--- src/rtl/dbgdefer_pkg.sv ---
package dbgdefer_pkg;
  localparam int NUM_EV    = 9;
  localparam int EV_IADDR  = 0;
  localparam int EV_RETURN = 1;
  localparam int EV_TRAP   = 2;
  localparam int EV_DADDR  = 3;
  localparam int EV_DVAL   = 4;
  localparam int EV_DONE   = 5;
  localparam int EV_BRANCH = 6;
  localparam int EV_INTR   = 7;
  localparam int EV_UNCOND = 8;

  typedef enum logic [1:0] {
    CLS_PRECISE   = 2'd0,
    CLS_IMPRECISE = 2'd1,
    CLS_ASYNC     = 2'd2
  } irqClass_e;

  typedef enum logic [1:0] {
    SEL_CUR = 2'd0,
    SEL_SEQ = 2'd1,
    SEL_TGT = 2'd2,
    SEL_VEC = 2'd3
  } addrSel_e;

  typedef struct packed {
    logic      take;
    addrSel_e  addrSel;
    logic      forceEn;
    irqClass_e cls;
  } ctrlStrobe_t;
endpackage

--- src/rtl/dbgdefer_ctrl.sv ---
module dbgdefer_ctrl
  import dbgdefer_pkg::*;
(
  input  logic              clk,
  input  logic              rstN,
  input  logic              retValid,
  input  logic [NUM_EV-1:0] evIn,
  input  logic [NUM_EV-1:0] statusClr,
  input  logic              enNow,
  input  logic              wrEn,
  input  logic              wrEnVal,
  input  logic              retIsRfi,
  input  logic              linkCfg,
  output ctrlStrobe_t       strobe,
  output logic              irqOut,
  output logic              progTrapOut,
  output logic [NUM_EV-1:0] statusQ
);
  function automatic int pickFirst(input logic [NUM_EV-1:0] v);
    int r;
    r = NUM_EV;
    for (int i = NUM_EV - 1; i >= 0; i--) if (v[i]) r = i;
    return r;
  endfunction

  logic [NUM_EV-1:0] rec;
  logic [NUM_EV-1:0] statusNxt;
  logic reEnable, clearingEn, doneDefer, immTake, defTake;
  int recWin, pendWin;

  // branch-taken and completion events are not recognised while disabled
  for (genvar g = 0; g < NUM_EV; g++) begin : g_rec
    if (g == EV_BRANCH || g == EV_DONE) begin : g_gated
      assign rec[g] = retValid & evIn[g] & enNow;
    end else begin : g_open
      assign rec[g] = retValid & evIn[g];
    end
  end

  assign statusNxt  = (statusQ & ~statusClr) | rec;
  assign reEnable   = retValid & wrEn & wrEnVal & ~enNow;
  assign clearingEn = retValid & wrEn & ~wrEnVal;
  assign recWin     = pickFirst(rec);
  assign pendWin    = pickFirst(statusNxt);
  assign doneDefer  = (recWin == EV_DONE) && clearingEn;
  assign immTake    = enNow && (|rec) && !doneDefer;
  assign defTake    = reEnable && (|statusNxt);

  always_comb begin
    strobe = '{take: 1'b0, addrSel: SEL_CUR, forceEn: 1'b0, cls: CLS_PRECISE};
    if (immTake) begin
      strobe.take = 1'b1;
      case (recWin)
        EV_INTR:   begin strobe.addrSel = SEL_VEC; strobe.cls = CLS_ASYNC; end
        EV_UNCOND: begin strobe.addrSel = SEL_SEQ; strobe.cls = CLS_ASYNC; end
        EV_DONE:   strobe.addrSel = retIsRfi ? SEL_TGT : SEL_SEQ;
        default:   strobe.addrSel = SEL_CUR;
      endcase
    end else if (defTake) begin
      strobe.take    = 1'b1;
      strobe.forceEn = 1'b1;
      strobe.addrSel = retIsRfi ? SEL_TGT : SEL_SEQ;
      case (pendWin)
        EV_DADDR, EV_DVAL: strobe.cls = linkCfg ? CLS_ASYNC : CLS_IMPRECISE;
        EV_INTR, EV_UNCOND: strobe.cls = CLS_ASYNC;
        default:           strobe.cls = CLS_IMPRECISE;
      endcase
    end
  end

  always_ff @(posedge clk or negedge rstN) begin
    if (!rstN) begin
      statusQ     <= '0;
      irqOut      <= 1'b0;
      progTrapOut <= 1'b0;
    end else begin
      statusQ     <= statusNxt;
      irqOut      <= strobe.take;
      progTrapOut <= retValid & evIn[EV_TRAP] & ~enNow;
    end
  end
endmodule

--- src/rtl/dbgdefer_dp.sv ---
module dbgdefer_dp
  import dbgdefer_pkg::*;
#(
  parameter int AW      = 32,
  parameter int MW      = 32,
  parameter int EN_BIT  = 9,
  parameter int MCE_BIT = 12
) (
  input  logic          clk,
  input  logic          rstN,
  input  ctrlStrobe_t   strobe,
  input  logic [AW-1:0] retPc,
  input  logic [AW-1:0] retSeqPc,
  input  logic [AW-1:0] retTgtPc,
  input  logic [AW-1:0] vecAddr,
  input  logic [MW-1:0] stateIn,
  output logic [AW-1:0] saveAddr,
  output logic [MW-1:0] saveState,
  output logic [MW-1:0] newState,
  output logic [1:0]    irqClass
);
  localparam logic [MW-1:0] EN_MASK  = MW'(1) << EN_BIT;
  localparam logic [MW-1:0] MCE_MASK = MW'(1) << MCE_BIT;

  logic [AW-1:0] addrPick;
  logic [MW-1:0] statePick;

  always_comb begin
    case (strobe.addrSel)
      SEL_SEQ: addrPick = retSeqPc;
      SEL_TGT: addrPick = retTgtPc;
      SEL_VEC: addrPick = vecAddr;
      default: addrPick = retPc;
    endcase
    statePick = strobe.forceEn ? (stateIn | EN_MASK) : stateIn;
  end

  always_ff @(posedge clk or negedge rstN) begin
    if (!rstN) begin
      saveAddr  <= '0;
      saveState <= '0;
      newState  <= '0;
      irqClass  <= '0;
    end else if (strobe.take) begin
      saveAddr  <= addrPick;
      saveState <= statePick;
      newState  <= statePick & MCE_MASK;
      irqClass  <= strobe.cls;
    end
  end
endmodule

--- src/rtl/dbg_defer_ctl.sv ---
module dbg_defer_ctl
  import dbgdefer_pkg::*;
#(
  parameter int AW      = 32,
  parameter int MW      = 32,
  parameter int EN_BIT  = 9,
  parameter int MCE_BIT = 12
) (
  input  logic              clk,
  input  logic              rstN,
  input  logic              retValid,
  input  logic [AW-1:0]     retPc,
  input  logic [AW-1:0]     retSeqPc,
  input  logic [AW-1:0]     retTgtPc,
  input  logic              retIsRfi,
  input  logic              retWrEn,
  input  logic              retWrEnVal,
  input  logic [NUM_EV-1:0] evIn,
  input  logic [NUM_EV-1:0] statusClr,
  input  logic              linkCfg,
  input  logic [AW-1:0]     vecAddr,
  input  logic [MW-1:0]     stateIn,
  output logic              dbgIrq,
  output logic [1:0]        irqClass,
  output logic [AW-1:0]     saveAddr,
  output logic [MW-1:0]     saveState,
  output logic [MW-1:0]     newState,
  output logic              progTrapIrq,
  output logic [NUM_EV-1:0] statusOut
);
  ctrlStrobe_t strobe;

  dbgdefer_ctrl u_ctrl (
    .clk(clk), .rstN(rstN), .retValid(retValid), .evIn(evIn),
    .statusClr(statusClr), .enNow(stateIn[EN_BIT]), .wrEn(retWrEn),
    .wrEnVal(retWrEnVal), .retIsRfi(retIsRfi), .linkCfg(linkCfg),
    .strobe(strobe), .irqOut(dbgIrq), .progTrapOut(progTrapIrq),
    .statusQ(statusOut)
  );

  dbgdefer_dp #(.AW(AW), .MW(MW), .EN_BIT(EN_BIT), .MCE_BIT(MCE_BIT)) u_dp (
    .clk(clk), .rstN(rstN), .strobe(strobe), .retPc(retPc),
    .retSeqPc(retSeqPc), .retTgtPc(retTgtPc), .vecAddr(vecAddr),
    .stateIn(stateIn), .saveAddr(saveAddr), .saveState(saveState),
    .newState(newState), .irqClass(irqClass)
  );
endmodule

--- config.mk ---
export PLATFORM = sky130hd
export DESIGN_NAME = dbg_defer_ctl
export DESIGN_NICKNAME = d
export VERILOG_FILES = /design/src/rtl/dbgdefer_pkg.sv /design/src/rtl/dbgdefer_ctrl.sv /design/src/rtl/dbgdefer_dp.sv /design/src/rtl/dbg_defer_ctl.sv
export SDC_FILE = /design/constraint.sdc
export NUM_CORES = 1
export LEC_CHECK = 0
export BUFFER_PORTS_ARGS = -buffer_cell sky130_fd_sc_hd__buf_4
export CAP_MARGIN = 20
export CORE_AREA = 2 2 114 116
export DETAILED_ROUTE_END_ITERATION = 8
export DIE_AREA = 0 0 116 118
export PLACE_DENSITY = 0.72
export SLEW_MARGIN = 20
export SYNTH_ARGS = -nofsm -noshare
export SYNTH_HDL_FRONTEND = slang
export SYNTH_SLANG_ARGS = --single-unit
--- constraint.sdc ---
create_clock -name clk -period 2.4 [get_ports clk]
set_clock_uncertainty 0.2 [all_clocks]
set_input_delay 0.12 -clock clk [delete_from_list [all_inputs] [get_ports clk]]
set_output_delay 0.12 -clock clk [all_outputs]
set_load 0.02 [all_outputs]
==> results of run 1 <==
[cells in the mapped netlist, types with 2 or more instances]
library cell	count
sky130_fd_sc_hd__o21ai_1	25
sky130_fd_sc_hd__mux2_1	2
sky130_fd_sc_hd__a21oi_1	6
sky130_fd_sc_hd__o21ai_0	10
sky130_fd_sc_hd__dfrtp_1	77
sky130_fd_sc_hd__nor2_1	5
sky130_fd_sc_hd__a221o_1	32
sky130_fd_sc_hd__and2_1	2
sky130_fd_sc_hd__nand3_1	2
sky130_fd_sc_hd__and3_1	4
sky130_fd_sc_hd__nand2_1	14
sky130_fd_sc_hd__a22oi_1	36
sky130_fd_sc_hd__buf_2	4
sky130_fd_sc_hd__buf_4	33
sky130_fd_sc_hd__inv_1	16
sky130_fd_sc_hd__clkbuf_1	12
sky130_fd_sc_hd__nand2b_1	3
sky130_fd_sc_hd__buf_6	7
sky130_fd_sc_hd__mux2_4	29
sky130_fd_sc_hd__a21oi_4	2
sky130_fd_sc_hd__inv_2	2
sky130_fd_sc_hd__mux2i_1	31
sky130_fd_sc_hd__o41ai_1	2
[metrics by stage]
step | cells | TNS, ns
detailed placement | 800 | -2.09
floorplan | 400 | 0
global placement | 800 | -0.402
[kinds of logic after synthesis]
family                 count (synthesis)
AO/OA/AOI/OAI                        118
buffers and inverters                 74
flip-flops                            77
multiplexers                          62
other                                  1
AND/OR/NAND/NOR                       38
==> flow_metrics.env, run 1 <==
export IMPL_clockRootBuffer="sky130_fd_sc_hd__clkbuf_16"
export IMPL_flow_stopped_at="clock tree synthesis"
export IMPL_synthDominantCellAreaShare=0.453
export IMPL_synth_top_flop_cell="sky130_fd_sc_hd__dfrtp_1"
export IMPL_synthDominantAreaCellType="sky130_fd_sc_hd__dfrtp_1"
export IMPL_firstError="[ERROR RSZ-0060] Max buffer count reached."
export IMPL_io_pin_count=294
export IMPL_gp_congestion=0.812
export IMPL_cts_buffers_inserted=9
export IMPL_cts_hold_fix_buffers=164
export IMPL_post_cts_repair_setup_buffers=0
export IMPL_seq_area_frac_synth=0.453
export IMPL_placementRows=41
export IMPL_dp_worst_setup_slack_ns=-0.0909
export IMPL_fp_dieH_um=118
export IMPL_post_synth_cell_area_avg_um2=11.5
export IMPL_share_of_the_synthesized_area_in_compound_gates_ao_oa_aoi_oai=0.209
export IMPL_cts_sinks=77
export IMPL_status="stopped before the end"
export IMPL_die_w_um=116
export IMPL_synthMuxAreaShare=0.181
export IMPL_post_syn_instances=370
export IMPL_synth_xor_area_frac=0
export IMPL_clockBufferDepth=2
export IMPL_post_synth_instance_area_um2=4260
export IMPL_synth_yosys_warnings=0
export IMPL_distinct_cell_type_count_after_synthesis=37
export IMPL_synth_async_sr_flop_share=1.00
export IMPL_synth_top_family_by_area="compound AO/OA/AOI/OAI gates"
export IMPL_ctsResizeCount=13
export IMPL_synth_edff_count=0
export IMPL_initial_utilization=0.343
export IMPL_area_fraction_in_and_or_nand_and_nor_cells_after_synthesis=0.0491
export IMPL_port_buffer_count=262
export IMPL_hpwlAfterDp_um=10600
export IMPL_cts_htree_levels=3
export IMPL_post_synth_fa_ha_maj_area_fraction=0
export IMPL_synthTopCellsByArea="sky130_fd_sc_hd__dfrtp_1, sky130_fd_sc_hd__mux2_4, sky130_fd_sc_hd__a221o_1, sky130_fd_sc_hd__mux2i_1, sky130_fd_sc_hd__a22oi_1"
export IMPL_synth_seq_cells=77
export IMPL_postPlaceCellArea_um2=6420
==> run 2: changes to the inputs <==
Settings changed: CORE_AREA 2 2 114 116 to default, CORE_UTILIZATION from default to 20, DIE_AREA 0 0 116 118 to default, PLACE_DENSITY 0.72 to default, PLACE_DENSITY_LB_ADDON from default to 0.15.
Clock period 2.4 ns to 3.1 ns, I/O delays scaled along.
==> run 2 against run 1 <==
Net effect: the run now ends clean; synthesized cell count stayed put; synthesized area is the same.
==> flow_metrics.env, run 2 <==
export IMPL_status="complete, no violations"
export IMPL_slew_headroom=0.346
export IMPL_mostFrequentLayoutCell="sky130_fd_sc_hd__buf_4"
export IMPL_hold_path_class="in -> reg"
export IMPL_post_route_drc_count=0
export IMPL_worst_pin_slew_ns=0.982
export IMPL_io_pin_count=294
export IMPL_placementRows=52
export IMPL_synth_top_flop_cell="sky130_fd_sc_hd__dfrtp_1"
export IMPL_cellPowerDensity_nw_per_um2=425
export IMPL_synth_edff_count=0
export IMPL_finalWorstPathRequiredPeriod_ns=2.87
export IMPL_reg2reg_slack_ns=0.43
export IMPL_cts_sinks=77
export IMPL_cell_internal_power_mw=2.44
export IMPL_layout_worst_path_cycle_share=0.926
export IMPL_global_route_overflow_total=0
export IMPL_maximum_number_of_pins_on_one_net_before_global_route_repair=48
export IMPL_viasPerCell=4.36
export IMPL_critPathLaunchType="primary input"
export IMPL_dp_worst_setup_slack_ns=0.398
export IMPL_route_final_wire_length_um=16800
export IMPL_multiInputGateArea_um2=2000
export IMPL_diodes=0
export IMPL_routed_via_count=4621
export IMPL_power_switching_mw=1.08
export IMPL_design_die_area_um2=21900
export IMPL_criticalPathCategory="in -> reg"
export IMPL_max_cap_violations=0
export IMPL_clockRootBuffer="sky130_fd_sc_hd__clkbuf_16"
export IMPL_timing_setup_tns_ns=0
export IMPL_hpwlAfterDp_um=11700
export IMPL_post_syn_instances=370
export IMPL_antenna_found_initial=0
export IMPL_fmax_mhz=348
export IMPL_slowest_delay_ns=0.58
export IMPL_worstPathArrival_ns=2.95
export IMPL_vias_in_the_first_global_route=4922
export IMPL_first_pass_grt_wire_length_um=25700
export IMPL_fin_ws_ns=0.229
export IMPL_initial_utilization=0.207
export IMPL_filler_cell_count=2001
export IMPL_port_buffer_count=262
export IMPL_drt_first_pass_iters=4
export IMPL_hold_ws_ns=0.00875
export IMPL_seq_power_share=0.351
export IMPL_worstPathCellList="dlygate4sd3_1 > buf_4 > nor4_2 > and3_1 > nor3b_4 > buf_4 > a22oi_1 > dlygate4sd3_1 > o21ai_1 > a221o_1"
export IMPL_gp_congestion=0.772
export IMPL_post_synth_fa_ha_maj_area_fraction=0
export IMPL_synthDominantAreaCellType="sky130_fd_sc_hd__dfrtp_1"
export IMPL_synthMuxAreaShare=0.181
export IMPL_distinct_cell_type_count_after_synthesis=37
export IMPL_setup_violations_final=0
export IMPL_worstSetupEndpointType="flop"
export IMPL_core_um2=20600
export IMPL_clockBufferDepth=2
export IMPL_synth_commonest_cells="sky130_fd_sc_hd__dfrtp_1, sky130_fd_sc_hd__a22oi_1, sky130_fd_sc_hd__buf_4"
export IMPL_synth_xor_area_frac=0
export IMPL_total_leakage_power_nw=3.97
export IMPL_cts_htree_levels=3
export IMPL_post_synth_cell_area_avg_um2=11.5
export IMPL_flow_area_growth_from_synthesis_pct=94.6
export IMPL_path_max_fanout=19
export IMPL_rsz0062_at_grt="no"
export IMPL_fp_dieH_um=148
export IMPL_slew_viol_final=0
export IMPL_clk_transition_reported_paths_ns=0.07
export IMPL_layout_drive_gt1_share=0.414
export IMPL_cts_tree="yes"
export IMPL_synthDominantCellAreaShare=0.453
export IMPL_die_w_um=148
export IMPL_synthTopCellsByArea="sky130_fd_sc_hd__dfrtp_1, sky130_fd_sc_hd__mux2_4, sky130_fd_sc_hd__a221o_1, sky130_fd_sc_hd__mux2i_1, sky130_fd_sc_hd__a22oi_1"
export IMPL_comb_power_share=0.333
export IMPL_detail_route_wl_per_cell_um=15.8
export IMPL_synth_yosys_warnings=0
export IMPL_share_of_the_synthesized_area_in_compound_gates_ao_oa_aoi_oai=0.209
export IMPL_num_nets_final=970
export IMPL_layout_area_seq_um2=1930
export IMPL_final_cell_mix="sky130_fd_sc_hd__buf_4, sky130_fd_sc_hd__dlygate4sd3_1, sky130_fd_sc_hd__dfrtp_1"
export IMPL_synthMostInstantiatedCell="sky130_fd_sc_hd__dfrtp_1"
export IMPL_area_fraction_in_and_or_nand_and_nor_cells_after_synthesis=0.0491
export IMPL_hold_violations=0
export IMPL_biggest_regs="u_dp.saveAddr x32, u_dp.saveState x32, u_ctrl.statusQ x9"
export IMPL_synth_seq_cells=77
export IMPL_detail_route_antenna_nets=0
export IMPL_critical_path_required_ns=3.18
export IMPL_net_sw_frac=0.308
export IMPL_post_synth_instance_area_um2=4260
export IMPL_clkLatencyLatePin_ns=0.34
export IMPL_groute_usage_overall=0.151
export IMPL_power_ir_vdd_worst_mv=0.288
export IMPL_seq_area_frac_synth=0.453
export IMPL_cts_buffers_inserted=9
export IMPL_share_clk_of_total_power=0.316
export IMPL_synth_async_sr_flop_share=1.00
export IMPL_crit_path_top_delay_cell="sky130_fd_sc_hd__dlygate4sd3_1"
export IMPL_synth_top_family_by_area="compound AO/OA/AOI/OAI gates"
export IMPL_starting_drt_drc_count=106
[run 2: cell counts after synthesis]
No cell type changed its count.
[run 2: per-layer routing]
metal / wire length (um) / track usage / vias to the layer above / share of wire
met5: 0 / 0 / - / 0
met2: 8240 / 0.265 / 225 / 0.49
met4: 227 / 0.0546 / 0 / 0.014
met1: 7120 / 0.184 / 2222 / 0.42
li1: - / - / 2161 / -
met3: 1170 / 0.0275 / 13 / 0.070
[run 2: kinds of logic after synthesis]
family	count (synthesis)
other cells	1
buf+inv	74
simple gates	38
mux	62
flops	77
compound gates	118
[run 2: cell type report]
class,count,share of cell area
Clock inverter,7,0.0104
Multi-Input combinational cell,249,0.242
Timing Repair Buffer,430,0.439
Inverter,18,0.00816
Tap cell,270,0.0408
Sequential cell,77,0.233
Clock buffer,9,0.0272
[run 2: critical path, delay by kind of cell]
family | cells | cell delay, ns
buffers and inverters | 4 | 1.57
and+or+nand+nor | 3 | 0.88
AOI/OAI and AO/OA | 3 | 0.35
[run 2: power by group through the flow]
| stage | clock network (mW) | registers (mW) | logic [mW] |
|---|---|---|---|
| 6_report | 1.11 | 1.24 | 1.17 |
| 5_1_grt | 1.20 | 1.25 | 1.25 |
| 4_1_cts | 1.16 | 1.24 | 1.17 |
| 3_3_place_gp | 0 | 1.25 | 1.01 |
| 3_5_place_dp | 0 | 1.25 | 1.02 |
| 2_1_floorplan | 0 | 1.43 | 0.351 |
[run 2: per-stage QoR]
stage | total power [mW] | utilization | area [um^2] | std cells
6_report | 3.52 | 0.403 | 8280 | 1060
4_1_cts | 3.57 | 0.402 | 8270 | 1060
2_1_floorplan | 1.78 | - | 4370 | 400
3_5_place_dp | 2.27 | 0.310 | 6380 | 887
3_3_place_gp | 2.27 | 0.310 | 6380 | 887
5_1_grt | 3.70 | 0.403 | 8280 | 1060
[run 2: path summary, 6_finish.rpt]
path                                                    from                            end  cells after the start
worst max-delay path                                 evIn[1]  u_dp.saveAddr[12]$_DFFE_PN0P_                     10
worst min-delay path                            retSeqPc[23]  u_dp.saveAddr[23]$_DFFE_PN0P_                      4
worst max register to register   u_ctrl.statusQ[2]$_DFF_PN0_  u_dp.saveState[8]$_DFFE_PN0P_                      6
worst min register to register  u_dp.irqClass[0]$_DFFE_PN0P_   u_dp.irqClass[0]$_DFFE_PN0P_                      2
max in group asynchronous                               rstN  u_dp.saveAddr[10]$_DFFE_PN0P_                      3
min in group asynchronous                               rstN  u_dp.saveState[8]$_DFFE_PN0P_                      2
[run 2: what timing repair did]
item | CTS | global route
hold buffers | 157 | 0
hold endpoints to repair | 118 | 0
gates resized for setup | 0 | 2
buffers inserted | 0 | 0
setup endpoints to repair | 0 | 14
No activity file was read; power rests on OpenSTA's default activity.
